File: src/rtl/td_wb_pkg.sv
package td_wb_pkg;
  localparam int ST_W = 7;

  typedef enum logic [2:0] {
    OC_OK     = 3'd0,
    OC_STALL  = 3'd1,
    OC_BABBLE = 3'd2,
    OC_BUF    = 3'd3,
    OC_STUFF  = 3'd4,
    OC_CRC    = 3'd5,
    OC_RSV6   = 3'd6,
    OC_RSV7   = 3'd7
  } outcome_e;

  typedef enum logic [1:0] {
    XK_CTRL = 2'd0,
    XK_BULK = 2'd1,
    XK_INTR = 2'd2,
    XK_ISO  = 2'd3
  } xfer_e;

  typedef struct packed {
    logic       active;
    logic       stalled;
    logic       babble;
    logic [1:0] errcnt;
    logic       ioc;
    logic       spd;
  } td_stat_t;

  // Outcomes that spend one retry instead of retiring immediately.
  function automatic logic f_counted(input logic [2:0] oc);
    return oc >= 3'd3;
  endfunction

  // Countdown step; zero means unlimited and is never moved.
  function automatic logic [1:0] f_cnt_step(input logic [1:0] c);
    return (c == 2'd0) ? 2'd0 : c - 2'd1;
  endfunction
endpackage

File: src/rtl/td_err_ctr.sv
module td_err_ctr
  import td_wb_pkg::*;
(
  input  logic       counted,
  input  logic [1:0] cnt_cur,
  output logic [1:0] cnt_nxt,
  output logic       exhausted
);
  always_comb begin
    cnt_nxt   = counted ? f_cnt_step(cnt_cur) : cnt_cur;
    exhausted = counted && (cnt_cur == 2'd1);
  end
endmodule

File: src/rtl/td_short_det.sv
module td_short_det
  import td_wb_pkg::*;
#(
  parameter int LEN_W = 11
) (
  input  logic [1:0]       xfer_kind,
  input  logic             dir_in,
  input  logic [LEN_W-1:0] rx_len,
  input  logic [LEN_W-1:0] max_pkt,
  output logic             is_short
);
  logic kind_ok;
  always_comb begin
    kind_ok  = (xfer_e'(xfer_kind) != XK_ISO);
    is_short = kind_ok && dir_in && (rx_len < max_pkt);
  end
endmodule

File: src/rtl/td_status_calc.sv
module td_status_calc
  import td_wb_pkg::*;
#(
  parameter int LEN_W = 11
) (
  input  logic [ST_W-1:0]  stat_cur,
  input  logic [1:0]       xfer_kind,
  input  logic             dir_in,
  input  logic [2:0]       result_code,
  input  logic [LEN_W-1:0] rx_len,
  input  logic [LEN_W-1:0] max_pkt,
  output logic [ST_W-1:0]  stat_nxt,
  output logic             done,
  output logic             ioc,
  output logic             shrt,
  output logic             err,
  output logic             exhausted,
  output logic             short_raw
);
  td_stat_t   cur, nxt;
  logic       counted;
  logic [1:0] cnt_nxt;

  assign cur     = td_stat_t'(stat_cur);
  assign counted = cur.active && f_counted(result_code);

  td_err_ctr u_ctr (
    .counted   (counted),
    .cnt_cur   (cur.errcnt),
    .cnt_nxt   (cnt_nxt),
    .exhausted (exhausted)
  );

  td_short_det #(.LEN_W(LEN_W)) u_short (
    .xfer_kind (xfer_kind),
    .dir_in    (dir_in),
    .rx_len    (rx_len),
    .max_pkt   (max_pkt),
    .is_short  (short_raw)
  );

  always_comb begin
    nxt  = cur;
    done = 1'b0;
    shrt = 1'b0;
    err  = 1'b0;
    if (cur.active) begin
      case (outcome_e'(result_code))
        OC_OK: begin
          nxt.active = 1'b0;
          done       = short_raw;
          shrt       = short_raw && cur.spd;
        end
        OC_STALL: begin
          nxt.active  = 1'b0;
          nxt.stalled = 1'b1;
          err         = 1'b1;
        end
        OC_BABBLE: begin
          nxt.active  = 1'b0;
          nxt.stalled = 1'b1;
          nxt.babble  = 1'b1;
          err         = 1'b1;
        end
        default: begin
          nxt.errcnt = cnt_nxt;
          if (exhausted) begin
            nxt.active  = 1'b0;
            nxt.stalled = 1'b1;
            err         = 1'b1;
          end
        end
      endcase
    end
    ioc = nxt.ioc && !nxt.active;
  end

  assign stat_nxt = nxt;
endmodule

File: src/rtl/td_status_wb.sv
module td_status_wb
  import td_wb_pkg::*;
#(
  parameter int LEN_W = 11
) (
  input  logic             clk,
  input  logic             rst_n,
  input  logic             in_valid,
  output logic             in_ready,
  input  logic [6:0]       td_stat,
  input  logic [1:0]       xfer_kind,
  input  logic             dir_in,
  input  logic [2:0]       result_code,
  input  logic [LEN_W-1:0] rx_len,
  input  logic [LEN_W-1:0] max_pkt,
  output logic             out_valid,
  input  logic             out_ready,
  output logic [6:0]       td_stat_new,
  output logic             set_done,
  output logic             ev_ioc,
  output logic             ev_short,
  output logic             ev_error
);
  logic [ST_W-1:0] c_stat;
  logic            c_done, c_ioc, c_short, c_err;
  logic            w_exhausted, w_short_raw, w_fire;

  assign in_ready = !out_valid || out_ready;
  assign w_fire   = in_valid && in_ready;

  td_status_calc #(.LEN_W(LEN_W)) u_calc (
    .stat_cur    (td_stat),
    .xfer_kind   (xfer_kind),
    .dir_in      (dir_in),
    .result_code (result_code),
    .rx_len      (rx_len),
    .max_pkt     (max_pkt),
    .stat_nxt    (c_stat),
    .done        (c_done),
    .ioc         (c_ioc),
    .shrt        (c_short),
    .err         (c_err),
    .exhausted   (w_exhausted),
    .short_raw   (w_short_raw)
  );

  always_ff @(posedge clk) begin
    if (!rst_n) begin
      out_valid   <= 1'b0;
      td_stat_new <= '0;
      set_done    <= 1'b0;
      ev_ioc      <= 1'b0;
      ev_short    <= 1'b0;
      ev_error    <= 1'b0;
    end else if (w_fire) begin
      out_valid   <= 1'b1;
      td_stat_new <= c_stat;
      set_done    <= c_done;
      ev_ioc      <= c_ioc;
      ev_short    <= c_short;
      ev_error    <= c_err;
    end else if (out_ready) begin
      out_valid   <= 1'b0;
      set_done    <= 1'b0;
      ev_ioc      <= 1'b0;
      ev_short    <= 1'b0;
      ev_error    <= 1'b0;
    end
  end
endmodule

File: config.mk
export PLATFORM = sky130hd
export DESIGN_NAME = td_status_wb
export DESIGN_NICKNAME = d
export VERILOG_FILES = /design/src/rtl/td_wb_pkg.sv /design/src/rtl/td_err_ctr.sv /design/src/rtl/td_short_det.sv /design/src/rtl/td_status_calc.sv /design/src/rtl/td_status_wb.sv
export SDC_FILE = /design/constraint.sdc
export NUM_CORES = 1
export LEC_CHECK = 0
export ABC_AREA = 1
export BUFFER_PORTS_ARGS = -buffer_cell sky130_fd_sc_hd__buf_2
export CAP_MARGIN = 5
export CORE_MARGIN = 4
export CORE_UTILIZATION = 45
export CTS_CLUSTER_DIAMETER = 150
export DETAILED_ROUTE_END_ITERATION = 10
export HOLD_SLACK_MARGIN = 0.02
export PLACE_DENSITY_LB_ADDON = 0.12
export REMOVE_ABC_BUFFERS = 1
export SKIP_CTS_REPAIR_TIMING = 1
export SLEW_MARGIN = 20
export SYNTH_ARGS = -nofsm -noshare
export SYNTH_HDL_FRONTEND = slang
export SYNTH_SLANG_ARGS = --single-unit
File: constraint.sdc
create_clock -name clk -period 2.35 [get_ports clk]
set_clock_uncertainty 0.15 [all_clocks]
set_input_delay 0.47 -clock clk [delete_from_list [all_inputs] [get_ports clk]]
set_output_delay 0.47 -clock clk [all_outputs]
set_load 0.03 [all_outputs]
==> Word level (Yosys, flattened, before mapping) <==
Index checks and enable logic that the tools add are counted.
{ "word_totals": {"ff_bits": 12, "in_bits": 39, "out_inout_bits": 13, "elab_cells": 49} }
{ "classes": {"n_addsub": 1, "magnitude_cmp": 2, "eq_ne": 4, "n_mux": 21, "reduce_logical": 15} }
{ "ops": {"columns": ["op", "count"], "rows": [
  ["two-way mux 1 bit", 14],
  ["< comparator 11 bit", 1],
  ["two-way mux 2 bit", 4],
  ["logical AND 1 bit", 7],
  ["two-way mux 5 bit", 1],
  ["one-hot mux 1 bit (2 select lines)", 2],
  ["== test 3 x 1 -> 1 bit, second input constant", 1],
  ["== test 3 x 2 -> 1 bit, second input constant", 1],
  ["greater-or-equal comparator 3 x 2 -> 1 bit, second input constant", 1],
  ["zero test 3 bit", 1],
  ["OR reduction 3 bit", 1],
  ["== test 2 x 1 -> 1 bit, second input constant", 1],
  ["zero test 1 bit", 2],
  ["zero test 2 bit", 1],
  ["inequality test 2 bit, second input constant", 1],
  ["nonzero test 2 bit", 1],
  ["OR reduction 2 bit", 1],
  ["subtractor 2 x 1 -> 2 bit, second input constant", 1],
  ["logical OR 1 bit", 1]
]} }

==> Depth between registers and ports, before layout <==
{ "logic_depth": {"depth_word": 9, "ltp_mapped": 11} }

==> Cells and area by module <==
From an unflattened synthesis, not the netlist that was laid out.
{ "unflattened": {"hier_cells": 148, "hier_area_um2": 933.4} }
{ "modules_own_cells": {"columns": ["mod", "instances", "cells_per_inst", "area_each_um2"], "rows": [
  ["td_status_wb", 1, 53, 436.7],
  ["td_short_det", 1, 51, 297.8],
  ["td_status_calc", 1, 36, 163.9],
  ["td_err_ctr", 1, 8, 35.0]
]} }

==> Worst setup path after synthesis <==
Ideal clock, no wire load.
{ "synth_path": {"path_kind": "input to register", "from": "input max_pkt[10]", "to": "register ev_short", "setup_ns": 0.066, "t_arrival_ns": 1.323, "t_required_ns": 2.134, "path_slack_ns": 0.810, "stages": 9, "path_cell_list": "inv_1 ha_1 nand2_1 nor2_1 nor2_1 nand2_1 nor2_2 nand3_1 a21oi_2"} }
{ "synth_between": {"elab_chain_len": 6} }
{ "synth_lines": {"columns": ["item", "line_no", "text"], "rows": [
  ["start, declared", "td_status_wb.sv:15", "input logic [LEN_W-1:0] max_pkt,"],
  ["< comparator 11 bit", "td_short_det.sv:15", "is_short = kind_ok && dir_in && (rx_len < max_pkt);"],
  ["logical AND 1 bit", "td_short_det.sv:15", null],
  ["logical AND 1 bit", "td_status_calc.sv:52", "shrt = short_raw && cur.spd;"],
  ["two-way mux 1 bit", "td_status_calc.sv:48", "case (outcome_e'(result_code))"],
  ["two-way mux 1 bit", "td_status_calc.sv:47", "if (cur.active) begin"],
  ["two-way mux 1 bit", "td_status_wb.sv:55", "end else if (w_fire) begin"],
  ["end signal, assigned", "td_status_wb.sv:60", "ev_short <= c_short;"],
  ["end, declared", "td_status_wb.sv:21", "output logic ev_short,"]
]} }
Every way passes these cells.
A chain may end at the register's enable or synchronous reset.

==> Final worst setup path <==
{ "layout_path": {"from": "register out_valid", "to": "output in_ready"} }
{ "layout_between": {"elab_chain_len": 2} }
{ "layout_lines": {"columns": ["item", "line_no", "text"], "rows": [
  ["start, declared", "td_status_wb.sv:16", "output logic out_valid,"],
  ["start signal, assigned", "td_status_wb.sv:49", "out_valid <= 1'b0;"],
  ["start signal, assigned", "td_status_wb.sv:56", "out_valid <= 1'b1;"],
  ["start signal, assigned", "td_status_wb.sv:63", "out_valid <= 1'b0;"],
  ["zero test 1 bit", "td_status_wb.sv:28", "assign in_ready = !out_valid || out_ready;"],
  ["logical OR 1 bit", "td_status_wb.sv:28", null],
  ["end, declared", "td_status_wb.sv:9", "output logic in_ready,"]
]} }
Every way passes these cells.

==> results.cfg <==
[global_routing]
grt_pass1_wl_mm = 3.22
grt_use_met1_pct = 17.9
met2_usage_pct = 29.2
globalRoute.totalOverflow = 0
grt_pass1_vias = 839
busiest_layer = met2
grt_use_total_pct = 16.2
grt_max_degree = 14
grtUsageMet3_pct = 4.08
antenna_found_initial = 0

[drt]
wl_per_cell_um = 9.72
firstDrtPassIters = 4
vias = 941
wl_mm = 1.98
vias_per_cell = 4.61
drt_iter0_drc = 9
drc = 0
ant_nets = 0

[power]
power.density_nw_per_um2 = 437
leakagePower_nw = 0.682
vdd_ir_drop_max_mv = 0.241

[clock_network]
clk_pin_slew_worst_paths_ps = 70
cts_max_path_buffers = 2
cts_htree_levels = 1
cts_root_buf = clkbuf_4
cts_made_buffers = 3
clock-sinks = 12
cts_tree = done
clock_latency_ps = 260

[sta]
setup_viol = 0
rsz0062_at_grt = false
setup_tns_ps = 0
hold_viol = 0
worst_hold_slack_ps = 315
slew_headroom_pct = 80.4
fmax_mhz = 666
worstMarginPinSlew_ps = 291
final_max_slew_viol_count = 0
fin_crit_ps = 1500
period_share_pct = 63.9

[synth]
ys_seq_area_share_pct = 28.5
ys_warn_count = 0
ys_seq_elements = 12
synth.distinct_cells = 21
syn_inst = 126
syn_avg_cell_area_sq_um = 6.69
syn-cell-area_sq_um = 843

[floorplan]
die_x_um = 51.3
die_h_um = 51.3
dieArea_sq_um = 2630
coreArea_sq_um = 1750
io_pins = 52
num_rows = 15
start_util_pct = 48.3

[finish]
filler_cell_count = 174
design.final.nets = 230
drive_above_1_share_pct = 34.6
areaGrowthSynthToFinish_pct = 35.3
antenna_cells = 0

[worst_setup_path]
arrival_ps = 880
crit_buf_inv = 1
path_class = flip-flop to output pin
slowest_stage = dfxtp_1
required_ps = 1730
critPathMaxStageDelay_ps = 370
path_cells = nand2_4 -> buf_2
cp_max_fo = 3
cp-end-kind = output pin
path_delay_family = flip-flops
start_kind = flip-flop

[run]
cap_viol_max_count = 0

[place]
hpwlAfterDp_mm = 1.72
place_congestion = 0.748
numPortBuffers = 51

[outcome]
outcome = finished clean

[min_path]
hold_path.class = flip-flop to flip-flop
logic make-up after synthesis:
kind of cell	count (synthesis)	share of synthesized area, %
compound gates	20	13.1
fa+ha+maj	10	14.8
buf+inv	28	13.4
flops	12	28.5
simple gates	56	30.3
routing by layer:
| layer | up-vias | part of all wire (%) |
|---|---|---|
| li1 | 504 | - |
| met1 | 405 | 41 |
| met2 | 30 | 49 |
| met3 | 2 | 8.4 |
| met4 | 0 | 0.86 |
| met5 | - | 0 |
area by class of cell:
class,instances,area [sq um],area share (%)
tap,25,31.3,2.74
clock buffer,3,22.5,1.97
multi-input combinational,86,490,43.0
sequential,12,240,21.1
inverter,27,101,8.88
timing repair buffer,51,255,22.4
cell usage in the layout (no fill, tap or decap):
cell       n
a31oi_1    1
ha_1      10
o211ai_1   1
a21oi_1   10
nand2_2    1
o21ai_0    5
nand4_1    3
clkbuf_4   3
nor2_2     1
inv_1     25
o21ai_1    1
nand2_1   30
nand3_1    6
inv_2      2
nor2_1    11
o31ai_1    1
and2_1     1
dfxtp_1   12
nor2_4     1
buf_2     51
nand2_4    2
a21oi_2    1
worst paths after layout:
| kind | endpoint | cells after the start | from | slack (ps) |
|---|---|---|---|---|
| min | ev_ioc$_SDFFE_PN0P_ | 2 | ev_ioc$_SDFFE_PN0P_ | 310 |
| max reg2reg | ev_short$_SDFFE_PN0P_ | 6 | out_valid$_SDFFE_PN0P_ | 1000 |
| min reg2reg | ev_ioc$_SDFFE_PN0P_ | 2 | ev_ioc$_SDFFE_PN0P_ | 310 |
| max | in_ready | 2 | out_valid$_SDFFE_PN0P_ | 850 |
where the power goes:
part	switching (W)	total (W)	internal, W
Clock	0.0000623	0.000121	0.0000591
Sequential	0.00000589	0.000221	0.000215
Combinational	0.0000928	0.000156	0.0000631
Total	0.000161	0.000498	0.000337
Yosys cell counts:
cell type | count | share of area, %
nand4_1 | 3 | 2.2
o31ai_1 | 1 | 0.89
nor2_1 | 11 | 4.9
nand3_1 | 6 | 3.6
o21ai_1 | 1 | 0.59
o21ai_0 | 5 | 3.0
nor2_4 | 1 | 1.3
nand2_1 | 30 | 13
nand2_4 | 2 | 2.7
dfxtp_1 | 12 | 28
o211ai_1 | 1 | 0.89
buf_6 | 1 | 1.3
a21oi_2 | 1 | 1.0
nor2_2 | 1 | 0.74
nand2_2 | 1 | 0.74
a31oi_1 | 1 | 0.74
ha_1 | 10 | 15
inv_1 | 25 | 11
and2_1 | 1 | 0.74
inv_2 | 2 | 0.89
a21oi_1 | 10 | 5.9
sequential cells by signal, indices dropped and copies added, names as in the netlist:
| register | count |
|---|---|
| ev_error | 1 |
| out_valid | 1 |
| set_done | 1 |
| ev_ioc | 1 |
| td_stat_new | 7 |
| ev_short | 1 |
metrics by stage:
| stage | std cells | setup slack, ps | utilization (%) | area [sq um] | total power [W] |
|---|---|---|---|---|---|
| after CTS | 204 | 838 | 65.4 | 1140 | 0.000504 |
| after floorplan | 125 | 810 | - | 832 | 0.000322 |
| final | 204 | 849 | 65.4 | 1140 | 0.000498 |
| after global routing | 204 | 786 | 65.4 | 1140 | 0.000538 |
| after global placement | 201 | 679 | 64.1 | 1120 | 0.000378 |
| after detailed placement | 201 | 621 | 64.1 | 1120 | 0.000383 |
tightest hold or removal path, stage by stage, from the launching register on:
cell and delay [ps]:
dfxtp_1 310, nand2_1 60, a21oi_1 50
Note: power is estimated with default switching activity, not from simulation.
